## src/rtl/tz_pkg.sv

```systemverilog
package tz_pkg;
  localparam int NDC  = 4;
  localparam int NOUT = 2;
  localparam int NEVT = 2 + NDC;

  typedef enum logic [1:0] {
    ACT_HIZ  = 2'b00,
    ACT_HIGH = 2'b01,
    ACT_LOW  = 2'b10,
    ACT_KEEP = 2'b11
  } tz_act_e;

  typedef struct packed {
    logic oe;
    logic lvl;
  } pin_drv_t;

  // choose the action field in force for the current counter direction
  function automatic logic [1:0] pick_code(input logic enh, input logic up,
                                           input logic [1:0] base,
                                           input logic [1:0] upc,
                                           input logic [1:0] dnc);
    if (!enh) return base;
    return up ? upc : dnc;
  endfunction

  // a source claims an output only when active with a code other than keep
  function automatic logic claims(input logic active, input logic [1:0] code);
    return active && (code != ACT_KEEP);
  endfunction

  function automatic pin_drv_t drive_pin(input logic [1:0] code, input logic pwm);
    pin_drv_t d;
    case (tz_act_e'(code))
      ACT_HIZ:  d = '{oe: 1'b0, lvl: 1'b0};
      ACT_HIGH: d = '{oe: 1'b1, lvl: 1'b1};
      ACT_LOW:  d = '{oe: 1'b1, lvl: 1'b0};
      default:  d = '{oe: 1'b1, lvl: pwm};
    endcase
    return d;
  endfunction
endpackage

```

## src/rtl/tz_qual.sv

```systemverilog
module tz_qual #(
  parameter int MIN_LOW = 3
) (
  input  logic clk,
  input  logic rst_n,
  input  logic pin_n,
  output logic qual
);
  localparam int CW = $clog2(MIN_LOW + 1);
  localparam logic [CW-1:0] SAT = CW'(MIN_LOW);

  logic [CW-1:0] low_cnt;

  always_ff @(posedge clk or negedge rst_n) begin
    if (!rst_n)          low_cnt <= '0;
    else if (pin_n)      low_cnt <= '0;
    else if (low_cnt != SAT) low_cnt <= low_cnt + 1'b1;
  end

  assign qual = (low_cnt == SAT);
endmodule

```

## src/rtl/tz_latch.sv

```systemverilog
module tz_latch (
  input  logic clk,
  input  logic rst_n,
  input  logic src,
  input  logic drop,
  output logic lat,
  output logic active
);
  always_ff @(posedge clk or negedge rst_n) begin
    if (!rst_n)    lat <= 1'b0;
    else if (src)  lat <= 1'b1;
    else if (drop) lat <= 1'b0;
  end

  // a live source overrides the pins in the same cycle it appears
  assign active = lat | src;
endmodule

```

## src/rtl/tz_flags.sv

```systemverilog
module tz_flags #(
  parameter int W = 6
) (
  input  logic         clk,
  input  logic         rst_n,
  input  logic [W-1:0] set,
  input  logic [W-1:0] clr,
  output logic [W-1:0] flg
);
  always_ff @(posedge clk or negedge rst_n) begin
    if (!rst_n) flg <= '0;
    else        flg <= set | (flg & ~clr);
  end
endmodule

```

## src/rtl/tz_resolve.sv

```systemverilog
module tz_resolve
  import tz_pkg::*;
(
  input  logic       pwm,
  input  logic       enh,
  input  logic       up,
  input  logic       lat_on,
  input  logic       dc1_on,
  input  logic       dc2_on,
  input  logic [1:0] lat_base,
  input  logic [1:0] lat_up,
  input  logic [1:0] lat_dn,
  input  logic [1:0] dc1_base,
  input  logic [1:0] dc1_up,
  input  logic [1:0] dc1_dn,
  input  logic [1:0] dc2_base,
  input  logic [1:0] dc2_up,
  input  logic [1:0] dc2_dn,
  output logic       lvl,
  output logic       oe,
  output logic       tripped
);
  logic [1:0] c_lat, c_dc1, c_dc2, code;
  pin_drv_t   drv;

  always_comb begin
    c_lat = pick_code(enh, up, lat_base, lat_up, lat_dn);
    c_dc1 = pick_code(enh, up, dc1_base, dc1_up, dc1_dn);
    c_dc2 = pick_code(enh, up, dc2_base, dc2_up, dc2_dn);
    if (claims(dc1_on, c_dc1))      code = c_dc1;
    else if (claims(dc2_on, c_dc2)) code = c_dc2;
    else if (lat_on)                code = c_lat;
    else                            code = ACT_KEEP;
    drv     = drive_pin(code, pwm);
    lvl     = drv.lvl;
    oe      = drv.oe;
    tripped = (code != ACT_KEEP);
  end
endmodule

```

## src/rtl/tz_guard.sv

```systemverilog
module tz_guard
  import tz_pkg::*;
#(
  parameter int NTRIP   = 6,
  parameter int MIN_LOW = 3
) (
  input  logic              clk,
  input  logic              rst_n,
  input  logic [NTRIP-1:0]  trip_n,
  input  logic [3:0]        dc_evt,
  input  logic              cnt_up,
  input  logic              at_zero,
  input  logic              at_period,
  input  logic [1:0]        pwm_in,
  input  logic [NTRIP-1:0]  sel_cbc,
  input  logic [NTRIP-1:0]  sel_ost,
  input  logic [1:0]        sel_dc1_ost,
  input  logic [1:0]        sel_dc2_cbc,
  input  logic              cbc_rel_prd,
  input  logic              enh_en,
  input  logic [3:0]        act_lat_base,
  input  logic [3:0]        act_lat_up,
  input  logic [3:0]        act_lat_dn,
  input  logic [7:0]        act_dc_base,
  input  logic [7:0]        act_dc_up,
  input  logic [7:0]        act_dc_dn,
  input  logic [5:0]        evt_clr,
  input  logic [NTRIP+1:0]  cbc_why_clr,
  input  logic [NTRIP+1:0]  ost_why_clr,
  input  logic [5:0]        irq_en,
  input  logic [NTRIP+3:0]  tout_sel,
  output logic [1:0]        pin_out,
  output logic [1:0]        pin_oe,
  output logic [5:0]        evt_flg,
  output logic [NTRIP+1:0]  cbc_why,
  output logic [NTRIP+1:0]  ost_why,
  output logic              irq,
  output logic              trip_out
);
  localparam int NCAUSE = NTRIP + 2;

  logic [NTRIP-1:0]  qual;
  logic [NCAUSE-1:0] cbc_cause, ost_cause;
  logic              cbc_src, ost_src, boundary;
  logic              cbc_lat, ost_lat, cbc_act, ost_act;
  logic [NOUT-1:0]   pin_trip;

  // per-pin pulse-width qualification
  for (genvar i = 0; i < NTRIP; i++) begin : g_qual
    tz_qual #(.MIN_LOW(MIN_LOW)) u_q (
      .clk(clk), .rst_n(rst_n), .pin_n(trip_n[i]), .qual(qual[i])
    );
  end

  // source routing into the two latches
  assign cbc_cause = {dc_evt[3:2] & sel_dc2_cbc, qual & sel_cbc};
  assign ost_cause = {dc_evt[1:0] & sel_dc1_ost, qual & sel_ost};
  assign cbc_src   = |cbc_cause;
  assign ost_src   = |ost_cause;
  assign boundary  = cbc_rel_prd ? at_period : at_zero;

  tz_latch u_cbc (
    .clk(clk), .rst_n(rst_n), .src(cbc_src), .drop(boundary),
    .lat(cbc_lat), .active(cbc_act)
  );

  tz_latch u_ost (
    .clk(clk), .rst_n(rst_n), .src(ost_src), .drop(evt_clr[1]),
    .lat(ost_lat), .active(ost_act)
  );

  // per-output action resolution
  for (genvar o = 0; o < NOUT; o++) begin : g_out
    tz_resolve u_r (
      .pwm     (pwm_in[o]),
      .enh     (enh_en),
      .up      (cnt_up),
      .lat_on  (cbc_act | ost_act),
      .dc1_on  (dc_evt[o]),
      .dc2_on  (dc_evt[o+2]),
      .lat_base(act_lat_base[2*o+1 -: 2]),
      .lat_up  (act_lat_up[2*o+1 -: 2]),
      .lat_dn  (act_lat_dn[2*o+1 -: 2]),
      .dc1_base(act_dc_base[2*o+1 -: 2]),
      .dc1_up  (act_dc_up[2*o+1 -: 2]),
      .dc1_dn  (act_dc_dn[2*o+1 -: 2]),
      .dc2_base(act_dc_base[2*(o+2)+1 -: 2]),
      .dc2_up  (act_dc_up[2*(o+2)+1 -: 2]),
      .dc2_dn  (act_dc_dn[2*(o+2)+1 -: 2]),
      .lvl     (pin_out[o]),
      .oe      (pin_oe[o]),
      .tripped (pin_trip[o])
    );
  end

  // sticky flags
  tz_flags #(.W(NEVT)) u_evt (
    .clk(clk), .rst_n(rst_n), .set({dc_evt, ost_src, cbc_src}),
    .clr(evt_clr), .flg(evt_flg)
  );

  tz_flags #(.W(NCAUSE)) u_cbc_why (
    .clk(clk), .rst_n(rst_n), .set(cbc_cause), .clr(cbc_why_clr), .flg(cbc_why)
  );

  tz_flags #(.W(NCAUSE)) u_ost_why (
    .clk(clk), .rst_n(rst_n), .set(ost_cause), .clr(ost_why_clr), .flg(ost_why)
  );

  // interrupt and trip output
  assign irq      = |(evt_flg & irq_en);
  assign trip_out = |(tout_sel & {dc_evt, qual});
endmodule

```

## config.mk

```make
export PLATFORM = sky130hd
export DESIGN_NAME = tz_guard
export DESIGN_NICKNAME = d
export VERILOG_FILES = /design/src/rtl/tz_pkg.sv /design/src/rtl/tz_qual.sv /design/src/rtl/tz_latch.sv /design/src/rtl/tz_flags.sv /design/src/rtl/tz_resolve.sv /design/src/rtl/tz_guard.sv
export SDC_FILE = /design/constraint.sdc
export NUM_CORES = 1
export LEC_CHECK = 0
export CORE_ASPECT_RATIO = 0.8
export CORE_MARGIN = 1
export CORE_UTILIZATION = 32
export DETAILED_ROUTE_END_ITERATION = 8
export PLACE_DENSITY = 0.84
export SLEW_MARGIN = 20
export SYNTH_ARGS = -nofsm -noshare
export SYNTH_HDL_FRONTEND = slang
export SYNTH_SLANG_ARGS = --single-unit
```

## constraint.sdc

```tcl
create_clock -name clk -period 2.05 [get_ports clk]
set_input_delay 0.3075 -clock clk [delete_from_list [all_inputs] [get_ports clk]]
set_output_delay 0.3075 -clock clk [all_outputs]
set_load 0.01 [all_outputs]
```

==> metrics <==
status=finished with violations; violations in the final reports=negative setup slack; count of clock tree sinks=36; average detailed-routed wire length per instance=15.1 um; buffer cell driving the clock tree root=sky130_fd_sc_hd__clkbuf_8; DRT Pass-1 Iters=4; Mapped Cells=221; type of element capturing the critical path=output port; clk slew on worst S/H paths=80 ps; post-route antenna net violation count=0; vias after detailed routing=2319; layout overhead on the synthesized area=96.8%; DRT iter0 DRCs=47; fraction of registers with async set or reset after synthesis=1.00; crit path DAT=2050 ps; average instance area after synthesis=9.23 um2; Final min period=2350 ps; Leak=1.83 nW; placed cell area=0.00369 mm2; vertical die dimension=73.4 um; cell area power density=602 mW/mm2; number of nets in the layout=516; area of the core=0.00604 mm2; number of hold violations in the final report=0; Netlist Area Pre-Place=0.00204 mm2; most area-consuming cells after synthesis=sky130_fd_sc_hd__dfrtp_1 (44%), sky130_fd_sc_hd__mux2i_1 (8.3%), sky130_fd_sc_hd__o21ai_0 (5.9%); Layout Skew=7.35 ps; vias per cell=4.80; fraction of layout cells with a size suffix above 1=0.214; Yosys top cell area share=0.441; count of pins on the block boundary=137; maximum vdd drop=401 uV; total number of placement rows=25; DRC Markers=0; highest achievable clock rate=425 MHz; net load switching power=0.716 mW; Sw Ratio=0.296; critical setup path kind=register to output port; number of distinct library cells after synthesis=40; initial cell density of the core=0.338; type of the worst min-delay path=input port to async pin; power share of the combinational group=0.408; first-pass GRT wire length=11600 um; aggregate routed wire length=7280 um; net count after synthesis=336; maximum root-to-sink buffer count=2; number of enable-type register cells in the synthesized netlist=0; worst reg-to-reg path cell count=9; Core Util, Final=0.665; die span in x=91.3 um; flip-flop and latch count after synthesis=36; setup repair after global routing missed its margin=true; Tot GR Track Use=0.224; count of input and output buffers=136; die outline area=0.00670 mm2; antenna cell count=0; worst-case setup margin in the final layout=-304 ps; number of slew-limit violations in the final report=0; non-filler cells in the finished layout=483; accumulated negative setup slack=-1110 ps; via count of the first global-routing pass=2483; top cell type by total area after synthesis=sky130_fd_sc_hd__dfrtp_1; number of max-cap violations=0; gpl congestion=0.830; number of antenna violations at the first check in global routing=0; total number of yosys warnings=0; maximum number of pins on one net before global-route repair=37; Seq pwr share=0.374; share of power burned in the clock network=0.218; final design instance area without fill=0.00402 mm2; HPWL after detailed placement=5740 um; internal power contribution=1.70 mW; Worst Path Max Fanout=3; Worst Setup Start Kind=register; CP required=1740 ps; max_slew headroom=0.436; hold buffer count at cts=0; gr ovfl total=0; post-synthesis sequential area ratio=0.441; Top FF cell, synth=sky130_fd_sc_hd__dfrtp_1; Worst-Skew Late Latency=290 ps; TritonCTS clock tree=done; total of endpoints with negative setup slack in the final report=5; period utilisation layout=1.15; transition time at the pin with the least slew margin=846 ps; number of H-tree levels=2; placed cell count=461; CTS Buf Count=5
-- Yosys cell counts (all sizes together), types with 2 or more instances --
cell	n
nor2	21
a22oi	6
or2	2
nand3	4
mux2i	17
dfrtp	36
a21o	3
a21oi	8
buf	8
xor2	6
ha	6
o31a	2
nand2	25
nand2b	2
o21ai	25
mux2	3
inv	25
a2bb2oi	2
nand4	6
-- stage by stage --
stage	hold slack, ps	worst slack [ps]	power [mW]
2_1_floorplan	11.9	113	1.24
3_3_place_gp	442	-866	1.74
3_5_place_dp	461	-898	1.77
4_1_cts	148	-338	2.37
5_1_grt	180	-427	2.58
6_report	125	-304	2.42
-- what timing repair did --
action                                  CTS  global route
cloned                                    0             0
pin swaps                                18            15
endpoints found under the setup margin    5             5
buffers inserted                          8             7
gates resized for setup                  57            11
-- power by group through the flow --
stage	Combinational (mW)	Clock, mW	Sequential, mW
final	0.987	0.526	0.903
after global routing	1.08	0.575	0.919
after CTS	0.934	0.538	0.899
after detailed placement	0.877	0	0.897
after global placement	0.848	0	0.890
after floorplan	0.324	0	0.914
-- final cells by class --
class	instances	area [um2]
Sequential cell	36	901
Fill cell	481	2020
Multi-Input combinational cell	151	1120
Tap cell	81	101
Inverter	25	93.8
Clock buffer	8	90.1
Timing Repair Buffer	182	1710
-- cells in the final DEF (no fill, tap or decap), types with 3 or more instances in the layout --
cell and count:
sky130_fd_sc_hd__buf_6 4, sky130_fd_sc_hd__o21ai_0 23, sky130_fd_sc_hd__mux2i_1 17, sky130_fd_sc_hd__inv_1 25, sky130_fd_sc_hd__nand3_1 4, sky130_fd_sc_hd__nand4_1 6, sky130_fd_sc_hd__a21o_1 3, sky130_fd_sc_hd__a21oi_1 8
sky130_fd_sc_hd__ha_4 4, sky130_fd_sc_hd__buf_2 5, sky130_fd_sc_hd__a22oi_1 6, sky130_fd_sc_hd__dlygate4sd2_1 6, sky130_fd_sc_hd__clkdlybuf4s50_1 122, sky130_fd_sc_hd__dfrtp_1 36, sky130_fd_sc_hd__xor2_1 6, sky130_fd_sc_hd__clkbuf_8 6
sky130_fd_sc_hd__nand2_4 3, sky130_fd_sc_hd__nand2_2 4, sky130_fd_sc_hd__buf_4 41, sky130_fd_sc_hd__nor2_1 19, sky130_fd_sc_hd__nand2_1 18
-- sequential cells by signal, indices dropped and copies added, names as in the netlist --
register            cells
u_evt.flg               6
g_qual.u_q.low_cnt     12
u_cbc_why.flg           8
u_cbc.lat               1
u_ost_why.flg           8
u_ost.lat               1
-- worst max-delay path, stage by stage, from the launching register on --
cell and delay [ps]:
sky130_fd_sc_hd__dfrtp_1 430, sky130_fd_sc_hd__ha_4 200, sky130_fd_sc_hd__nand2_2 60, sky130_fd_sc_hd__nand4_1 150, sky130_fd_sc_hd__nor2_2 200, sky130_fd_sc_hd__buf_6 130
sky130_fd_sc_hd__a31oi_4 80, sky130_fd_sc_hd__a2bb2oi_2 150, sky130_fd_sc_hd__o221a_1 230, sky130_fd_sc_hd__buf_2 140
-- routing by layer --
metal  track usage  vias to the layer above  routed length [um]
met3        0.0538                       14                 431
met4        0.0723                        0                 136
li1              -                     1116                   -
met1         0.252                     1100                2910
met2         0.423                       89                3800
met5             0                        -                   0
-- path summary, 6_finish.rpt --
check / start / endpoint / slack, ps
worst min register to register: u_cbc.lat / u_cbc.lat / 500
max in group asynchronous: rst_n / u_ost.lat / 1390
worst min-delay path: rst_n / u_ost_why.flg[1] / 130
min in group clk: u_cbc.lat / u_cbc.lat / 500
worst max register to register: g_qual[4].u_q.low_cnt[0] / u_evt.flg[0] / 410
worst max-delay path: g_qual[4].u_q.low_cnt[0] / pin_out[0] / -300
-- cell families (layout without fill, tap and decap cells) --
family                     Yosys count  after routing  synth area share
and+or+nand+nor                     63             63             0.136
AOI/OAI and AO/OA                   56             56             0.176
DFF                                 36             36             0.441
buffers and inverters               34            215            0.0828
muxes                               20             20             0.102
adders and majority gates            6              6            0.0368
xor gates and xnor gates             6              6            0.0258
No activity file was read; power rests on OpenSTA's default activity.
